--- config.mk ---
export PLATFORM = sky130hd
export DESIGN_NAME = pull_frame_seq
export DESIGN_NICKNAME = d
export VERILOG_FILES = /design/src/rtl/pfs_pkg.sv /design/src/rtl/pfs_frame_builder.sv /design/src/rtl/pfs_slot_timer.sv /design/src/rtl/pfs_seq_ctrl.sv /design/src/rtl/pull_frame_seq.sv
export SDC_FILE = /design/constraint.sdc
export NUM_CORES = 1
export LEC_CHECK = 0
export ABC_CLOCK_PERIOD_IN_PS = 1800
export BUFFER_PORTS_ARGS = -buffer_cell sky130_fd_sc_hd__buf_2
export CAP_MARGIN = 5
export CORE_UTILIZATION = 49
export DETAILED_ROUTE_END_ITERATION = 8
export GPL_TIMING_DRIVEN = 0
export PLACE_DENSITY = 0.91
export SYNTH_ARGS = -nofsm -noshare
export SYNTH_HDL_FRONTEND = slang
export SYNTH_SLANG_ARGS = --single-unit
--- constraint.sdc ---
create_clock -name clk -period 1.8 [get_ports clk]
set_clock_uncertainty 0.15 [all_clocks]
set_input_delay 0.09 -clock clk [delete_from_list [all_inputs] [get_ports clk]]
set_output_delay 0.09 -clock clk [all_outputs]
set_load 0.01 [all_outputs]
--- src/rtl/pfs_pkg.sv ---
package pfs_pkg;
  localparam int SYNC_W  = 16;
  localparam int ADDR_W  = 8;
  localparam int DATA_W  = 16;
  localparam int FRAME_W = SYNC_W + ADDR_W + DATA_W;
  localparam int WORD_W  = 23;
  localparam int LOW_W   = WORD_W - DATA_W;

  localparam logic [SYNC_W-1:0] SYNC_PATTERN = 16'hFA0A;
  localparam logic [ADDR_W-1:0] ADDR_COMMIT  = 8'h06;
  localparam logic [ADDR_W-1:0] ADDR_LOWPART = 8'h07;

  typedef enum logic [1:0] {
    SEQ_IDLE = 2'd0,
    SEQ_SEND = 2'd1,
    SEQ_WAIT = 2'd2,
    SEQ_DONE = 2'd3
  } seq_state_t;

  typedef struct packed {
    logic [SYNC_W-1:0] sync;
    logic [ADDR_W-1:0] addr;
    logic [DATA_W-1:0] data;
  } frame_t;
endpackage

--- src/rtl/pfs_frame_builder.sv ---
module pfs_frame_builder
  import pfs_pkg::*;
(
  input  logic [WORD_W-1:0]  word,
  input  logic               wide,
  input  logic               low_part,
  output logic [FRAME_W-1:0] frame
);
  frame_t f;

  always_comb begin
    f.sync = SYNC_PATTERN;
    if (wide && low_part) begin
      f.addr = ADDR_LOWPART;
      f.data = {{(DATA_W-LOW_W){1'b0}}, word[LOW_W-1:0]};
    end else if (wide) begin
      f.addr = ADDR_COMMIT;
      f.data = word[WORD_W-1:LOW_W];
    end else begin
      f.addr = ADDR_COMMIT;
      f.data = word[DATA_W-1:0];
    end
  end

  assign frame = f;
endmodule

--- src/rtl/pfs_slot_timer.sv ---
module pfs_slot_timer #(
  parameter int SLOT_CYC = 168
) (
  input  logic clk,
  input  logic rst_n,
  input  logic start,
  output logic expired
);
  localparam int CNT_W = $clog2(SLOT_CYC + 1);

  logic [CNT_W-1:0] cnt;

  always_ff @(posedge clk or negedge rst_n) begin
    if (!rst_n)            cnt <= '0;
    else if (start)        cnt <= CNT_W'(SLOT_CYC);
    else if (cnt != '0)    cnt <= cnt - 1'b1;
  end

  assign expired = (cnt == CNT_W'(1));

  // a new slot never starts while one is still running
  slot_restart_chk: assert property (@(posedge clk) disable iff (!rst_n)
    start |-> (cnt == '0));
endmodule

--- src/rtl/pfs_seq_ctrl.sv ---
module pfs_seq_ctrl
  import pfs_pkg::*;
(
  input  logic       clk,
  input  logic       rst_n,
  input  logic       req_fire,
  input  logic       req_wide,
  input  logic       frm_fire,
  input  logic       slot_expired,
  output seq_state_t state,
  output logic       low_part,
  output logic       slot_start
);
  seq_state_t nxt;
  logic       low_nxt;

  always_comb begin
    nxt     = state;
    low_nxt = low_part;
    case (state)
      SEQ_IDLE: if (req_fire) begin
        nxt     = SEQ_SEND;
        low_nxt = req_wide;
      end
      SEQ_SEND: if (frm_fire) nxt = SEQ_WAIT;
      SEQ_WAIT: if (slot_expired) begin
        if (low_part) begin
          nxt     = SEQ_SEND;
          low_nxt = 1'b0;
        end else begin
          nxt = SEQ_DONE;
        end
      end
      SEQ_DONE: nxt = SEQ_IDLE;
      default:  nxt = SEQ_IDLE;
    endcase
  end

  always_ff @(posedge clk or negedge rst_n) begin
    if (!rst_n) begin
      state    <= SEQ_IDLE;
      low_part <= 1'b0;
    end else begin
      state    <= nxt;
      low_part <= low_nxt;
    end
  end

  assign slot_start = (state == SEQ_SEND) && frm_fire;

  // completion state lasts a single cycle
  done_state_once_chk: assert property (@(posedge clk) disable iff (!rst_n)
    (state == SEQ_DONE) |=> (state == SEQ_IDLE));
  // the low-part frame is always followed by another frame, never completion
  low_then_high_chk: assert property (@(posedge clk) disable iff (!rst_n)
    (state == SEQ_WAIT && low_part) |=> (state != SEQ_DONE));
endmodule

--- src/rtl/pull_frame_seq.sv ---
module pull_frame_seq
  import pfs_pkg::*;
#(
  parameter int BIT_CYCLES = 4,
  parameter int GAP_BITS   = 2
) (
  input  logic               clk,
  input  logic               rst_n,
  input  logic               req_valid,
  output logic               req_ready,
  input  logic               req_wide,
  input  logic [WORD_W-1:0]  req_word,
  output logic               frm_valid,
  input  logic               frm_ready,
  output logic [FRAME_W-1:0] frm_data,
  output logic               busy,
  output logic               done
);
  localparam int SLOT_CYC = (FRAME_W + GAP_BITS) * BIT_CYCLES;
  localparam int CHK_W    = $clog2(SLOT_CYC + 1);

  seq_state_t        state;
  logic              low_part;
  logic              slot_start;
  logic              slot_expired;
  logic              req_fire;
  logic              frm_fire;
  logic [WORD_W-1:0] word_q;
  logic              wide_q;

  assign req_ready = (state == SEQ_IDLE);
  assign req_fire  = req_valid && req_ready;
  assign frm_valid = (state == SEQ_SEND);
  assign frm_fire  = frm_valid && frm_ready;
  assign busy      = (state != SEQ_IDLE);
  assign done      = (state == SEQ_DONE);

  always_ff @(posedge clk or negedge rst_n) begin
    if (!rst_n) begin
      word_q <= '0;
      wide_q <= 1'b0;
    end else if (req_fire) begin
      word_q <= req_word;
      wide_q <= req_wide;
    end
  end

  pfs_seq_ctrl u_ctrl (
    .clk          (clk),
    .rst_n        (rst_n),
    .req_fire     (req_fire),
    .req_wide     (req_wide),
    .frm_fire     (frm_fire),
    .slot_expired (slot_expired),
    .state        (state),
    .low_part     (low_part),
    .slot_start   (slot_start)
  );

  pfs_slot_timer #(.SLOT_CYC(SLOT_CYC)) u_timer (
    .clk     (clk),
    .rst_n   (rst_n),
    .start   (slot_start),
    .expired (slot_expired)
  );

  pfs_frame_builder u_build (
    .word     (word_q),
    .wide     (wide_q),
    .low_part (low_part),
    .frame    (frm_data)
  );

  // cycles since the last frame transfer, saturating, for the spacing check
  logic [CHK_W-1:0] since_xfer;
  always_ff @(posedge clk or negedge rst_n) begin
    if (!rst_n)                              since_xfer <= CHK_W'(SLOT_CYC);
    else if (frm_fire)                       since_xfer <= '0;
    else if (since_xfer != CHK_W'(SLOT_CYC)) since_xfer <= since_xfer + 1'b1;
  end


  hold_under_stall_chk: assert property (@(posedge clk) disable iff (!rst_n)
    (frm_valid && !frm_ready) |=> (frm_valid && $stable(frm_data)));

  slot_spacing_chk: assert property (@(posedge clk) disable iff (!rst_n)
    $rose(frm_valid) |-> (since_xfer == CHK_W'(SLOT_CYC)));

  ready_only_idle_chk: assert property (@(posedge clk) disable iff (!rst_n)
    req_ready |-> !busy);

  done_pulse_chk: assert property (@(posedge clk) disable iff (!rst_n)
    done |=> (!done && req_ready));

  sync_field_chk: assert property (@(posedge clk) disable iff (!rst_n)
    frm_valid |-> (frm_data[FRAME_W-1:FRAME_W-SYNC_W] == SYNC_PATTERN));

  low_upper_zero_chk: assert property (@(posedge clk) disable iff (!rst_n)
    (frm_valid && frm_data[DATA_W+ADDR_W-1:DATA_W] == ADDR_LOWPART)
      |-> (frm_data[DATA_W-1:LOW_W] == '0));

  first_frame_next_chk: assert property (@(posedge clk) disable iff (!rst_n)
    req_fire |=> frm_valid);
endmodule

Word-level counts from Yosys, hierarchy flattened
Index checks and enable logic that the tools add are counted.
{ "classes": {"addsub": 1, "multipliers": 0, "n_div": 0, "order_cmp": 0, "n_eq_ne": 7, "shifts": 0, "mux": 12, "bitwise_logic": 0, "reduce_logical": 11} }
{ "op_table": {"columns": ["operator", "n"], "rows": [
  ["24-bit 2-to-1 mux", 1],
  ["16-bit 2-to-1 mux", 1],
  ["8-bit 2-to-1 mux", 2],
  ["8-bit by 1-bit == test with 1-bit output, second input constant", 1],
  ["2-bit 2-to-1 mux", 4],
  ["2-bit case mux with 4 select lines", 1],
  ["8-bit nonzero test", 1],
  ["8-bit by 1-bit subtractor with 8-bit output, second input constant", 1],
  ["3-bit AND reduction", 2],
  ["2-bit nonzero test", 3],
  ["2-bit == test, second input constant", 2],
  ["1-bit logical AND", 4],
  ["2-bit by 1-bit inequality test with 1-bit output, second input constant", 2],
  ["2-bit by 1-bit == test with 1-bit output, second input constant", 1],
  ["2-bit logical NOT", 1],
  ["1-bit 2-to-1 mux", 2],
  ["2-bit inequality test, second input constant", 1],
  ["1-bit case mux with 2 select lines", 1]
]} }
{ "word_totals": {"register_bits": 35, "latch_bits": 0, "ramBits": 0, "mem_bits_ro": 0, "inputBits": 28, "out_inout_bits": 44, "wordCells": 36, "mem_count": 0} }

Logic depth before layout (Yosys ltp)
{ "depth": {"ltp_word": 4, "ltp_mapped": 6, "ltp_nobuf": 6} }

Modules after synthesis
A second synthesis with hierarchy kept.
{ "hier_totals": {"cells_unflattened": 171, "area_unflattened_um2": 1985.7} }
{ "modules_own_cells": {"columns": ["mod", "instances", "cells_each", "area_per_inst_um2"], "rows": [
  ["pull_frame_seq", 1, 56, 938.4],
  ["pfs_slot_timer", 1, 52, 490.5],
  ["pfs_frame_builder", 1, 46, 391.6],
  ["pfs_seq_ctrl", 1, 17, 165.2]
]} }

Worst setup path after synthesis
Ideal clock, no wire load.
{ "synth_timing": {"path_type": "reg2reg", "from": "reg u_ctrl.state[1]", "to": "reg wide_q", "setup_time_ns": 0.125, "arrival_ns": 1.378, "t_required_ns": 1.525, "slack_ns": 0.147, "stages_incl_launch_ff": 6, "n_path_buf": 1, "path_cell_list": "dfrtp_1 > nor2_2 > inv_1 > nor2_4 > buf_6 > mux2_2"} }
{ "synth_between": {"elab_chain_cells": 2} }
{ "synth_lines": {"columns": ["item", "line", "rtl"], "rows": [
  ["from (decl)", "pfs_seq_ctrl.sv:10", "output seq_state_t state,"],
  ["from (signal assigned)", "pfs_seq_ctrl.sv:44", "state <= nxt;"],
  ["2-bit logical NOT", "pull_frame_seq.sv:31", "assign req_ready = (state == SEQ_IDLE);"],
  ["via req_ready", "pull_frame_seq.sv:10", "output logic req_ready,"],
  ["1-bit logical AND", "pull_frame_seq.sv:32", "assign req_fire = req_valid && req_ready;"],
  ["to (signal assigned)", "pull_frame_seq.sv:44", "wide_q <= req_wide;"],
  ["to (decl)", "pull_frame_seq.sv:29", "logic wide_q;"]
]} }
The timed path passes the listed nets, and every way through them passes these cells.
A chain may end at the register's enable or synchronous reset.

Worst setup path after layout
{ "layout_timing": {"from": "reg wide_q", "to": "out frm_data[15]"} }
{ "layout_between": {"elab_chain_cells": 2, "elab_cells_between_ends": 3, "cone_classes": "mux: 2; reduce/logical: 1"} }
{ "layout_lines": {"columns": ["item", "line", "rtl"], "rows": [
  ["16-bit 2-to-1 mux or 1-bit logical AND (tied branches)", "pfs_frame_builder.sv:16, pfs_frame_builder.sv:13", null],
  ["24-bit 2-to-1 mux *", "pfs_frame_builder.sv:13", "if (wide && low_part) begin"],
  ["to (decl)", "pull_frame_seq.sv:15", "output logic [FRAME_W-1:0] frm_data,"]
]} }
Every way passes the cells marked *; elsewhere a longest branch is shown, timed or not.

==> flow_summary.toml <==
[critical_path]
end_kind = "output port"
crit_fanout = 10
slowest_delay_ns = 0.40
cp.required_ns = 1.56
crit_family = "buffers and inverters"
crit_chain = "clkbuf_2 > clkbuf_2 > o22ai_1 > buf_2"
critPathMostFrequentCell = "clkbuf_2"
cp-start-kind = "register"
critPathSlowestCell = "dfrtp_1"
worstSetupPathType = "reg2out"
worst-path-buf-inv = 3
worstPathArrival_ns = 1.50

[global_route]
grt_pass1_wl_mm = 7.76
grt_usage_pct = 25.2
grt_overflow = 0
grt_start_max_net_pins = 36
antenna_found_initial = 1
grt_pass1_vias = 1713

[yosys]
ys_top_cells_by_area = "dfrtp_1 (46%), buf_4 (9.0%), mux2_2 (8.8%)"
synth_cell_types = 34
yosys.area.top_type = "dfrtp_1"
ys_seq_area_share_pct = 45.8
netlist_area_um2 = 1910
syn_area_per_cell_um2 = 9.57
netlist_instances = 200
ys_warn_count = 0
ys_ff_latch = 35
synth_top_area_share_pct = 45.8

[final_layout]
area_growth_pct = 38.4
fin_nets = 332
drive_gt1_share_pct = 36.1
fill_cells = 271
final_cell_area_um2 = 2650
stdcell_count = 351

[floorplanning]
initial_core_util_pct = 51.5
io_pins = 72
dieArea_um2 = 4160
die_x_um = 64.5
fp.dieH_um = 64.5
core_um2 = 3720
placementRows = 22

[power]
peakVddDrop_mv = 1.03
leakage_nw = 1.31
power_density_nw_per_um2 = 1530
p_total_w = 0.00406

[placed_design]
routabilityCongestion = 0.807
place_inst = 317
dp_hpwl_mm = 2.98
place_area_um2 = 2290
port_buffers = 48

[detailed_routing]
drcViolationCount = 0
drtPass1Iterations = 4
dr_total_vias = 1744
wl_per_cell_um = 14.3
viasPerCell = 4.97
ant_nets = 0
drt-total-wl_mm = 5.03
drtIter0Drc = 81

[timing]
drv_slew = 0
worst-slew-pin-transition_ns = 0.758
fin_crit_sh_pct = 96.9
min_period_ns = 1.74
whs_ns = 0.00421
slew_headroom_pct = 49.5
hold_viol_final = 0
fmax_mhz = 573
setup_viol = 0

[cts]
cts_buffer_depth = 2
cts-root-buf = "clkbuf_8"
clock_sinks = 35
clk_pin_slew_ns = 0.07
h-tree-depth = 2
clk_latency_ns = 0.29
cts_buffers = 5
cts_tree = "yes"

[flow_run]
cap_viol_max_count = 0

[min_path]
min_path_type = "in2reg"

[status]
outcome = "completed"
-- layout make-up --
type	count	area (um^2)	share of cell area, %
antenna	1	2.50	0.0945
buffer	30	213	8.03
clock buffer	5	68.8	2.60
clock inverter	3	20.0	0.756
inverter	15	56.3	2.13
multi-input combinational	141	861	32.5
sequential	35	876	33.1
tap	48	60.1	2.27
timing repair buffer	73	490	18.5
-- power breakdown --
group	leakage, nW	internal (W)	switching [W]
Combinational	0.855	0.000912	0.00112
Sequential	0.417	0.00117	0.000294
Clock	0.0402	0.000269	0.000298
Total	1.31	0.00235	0.00172
-- flip-flops by register name, indices dropped and copies added (netlist names) --
signal and flops:
u_ctrl.low_part 1, u_ctrl.state 2, u_timer.cnt 8, wide_q 1
word_q 23
-- through the flow --
step	util (%)	setup WS [ns]	TNS (ns)
4_1_cts	70.8	0.00660	0
3_5_place_dp	61.7	0.0771	0
6_report	71.2	0.0552	0
2_1_floorplan	-	0.147	0
5_1_grt	71.2	-0.00625	-0.0144
3_3_place_gp	61.7	0.126	0
-- worst reg2reg max path, delay by kind of cell (launching register included) --
family	cells	cell delay, ns
AO/OA/AOI/OAI	3	0.62
adder cells (fa/ha/maj)	1	0.20
buffers and inverters	1	0.09
flip-flops	1	0.41
AND/OR/NAND/NOR	1	0.17
-- metal layers --
layer | GRT usage, % | share of wire [%]
met4 | 14.2 | 5.0
met1 | 28.0 | 38
met5 | 0 | 0
met2 | 43.3 | 52
met3 | 7.04 | 5.8
-- synthesized netlist by cell type --
| library cell | instances |
|---|---|
| nor2_1 | 7 |
| nor3b_2 | 2 |
| a21oi_2 | 1 |
| xnor2_1 | 4 |
| buf_6 | 1 |
| o22ai_1 | 11 |
| conb_1 | 2 |
| nor2_4 | 1 |
| or3_4 | 1 |
| o21ai_1 | 1 |
| nor4_4 | 1 |
| nand2_1 | 31 |
| inv_1 | 15 |
| a211oi_1 | 1 |
| a2bb2oi_1 | 1 |
| or3b_1 | 1 |
| o21ai_0 | 18 |
| and2_1 | 3 |
| nor3_1 | 1 |
| and3_1 | 1 |
| nand3_1 | 1 |
| nand2b_1 | 2 |
| buf_4 | 23 |
| ha_1 | 3 |
| nor2b_1 | 2 |
| buf_2 | 1 |
| nand3b_1 | 1 |
| nor2_2 | 1 |
| clkbuf_1 | 5 |
| a31o_2 | 1 |
| dfrtp_1 | 35 |
| a21oi_1 | 5 |
| mux2_2 | 15 |
| o21a_1 | 1 |
-- layout by cell type, fill, tap and decap left out, drive strengths merged, types with 2 or more instances in the layout --
| cell | count |
|---|---|
| a21oi | 6 |
| and2 | 3 |
| buf | 74 |
| clkbuf | 9 |
| clkinvlp | 2 |
| conb | 23 |
| dfrtp | 35 |
| dlygate4sd3 | 25 |
| ha | 3 |
| inv | 15 |
| mux2 | 15 |
| nand2 | 31 |
| nand2b | 2 |
| nor2 | 9 |
| nor2b | 2 |
| nor3b | 2 |
| o21ai | 19 |
| o22ai | 11 |
| xnor2 | 4 |
-- what timing repair did --
action,4_1_cts,5_1_grt
hold buffers,25,0
endpoints found under the setup margin,10,25
buffers inserted,0,0
pin swaps,0,1
endpoints found under the hold margin,59,0
resized for setup,1,11
-- final timing paths --
| path | cells after the start | start | slack (ns) | to |
|---|---|---|---|---|
| max in group asynchronous | 2 | rst_n | 0.77 | u_timer.cnt[4] |
| max reg2reg | 6 | u_timer.cnt[0] | 0.07 | u_timer.cnt[6] |
| max | 4 | wide_q | 0.06 | frm_data[15] |
| min in group asynchronous | 2 | rst_n | 0.25 | word_q[11] |
| min reg2reg | 1 | word_q[4] | 0.36 | word_q[4] |
| min | 3 | frm_ready | 0.004 | u_ctrl.state[0] |
-- kinds of logic (layout without fill, tap and decap cells) --
| group | after synthesis | in the layout | synth area share, % |
|---|---|---|---|
| xor gates and xnor gates | 4 | 4 | 1.83 |
| adders and majority gates | 3 | 3 | 1.96 |
| other | 2 | 24 | 0.393 |
| AOI/OAI and AO/OA | 40 | 40 | 12.0 |
| muxes | 15 | 15 | 8.83 |
| buffers and inverters | 45 | 126 | 13.8 |
| and+or+nand+nor | 56 | 56 | 15.4 |
| DFF | 35 | 35 | 45.8 |
No activity file was read; power rests on OpenSTA's default activity.
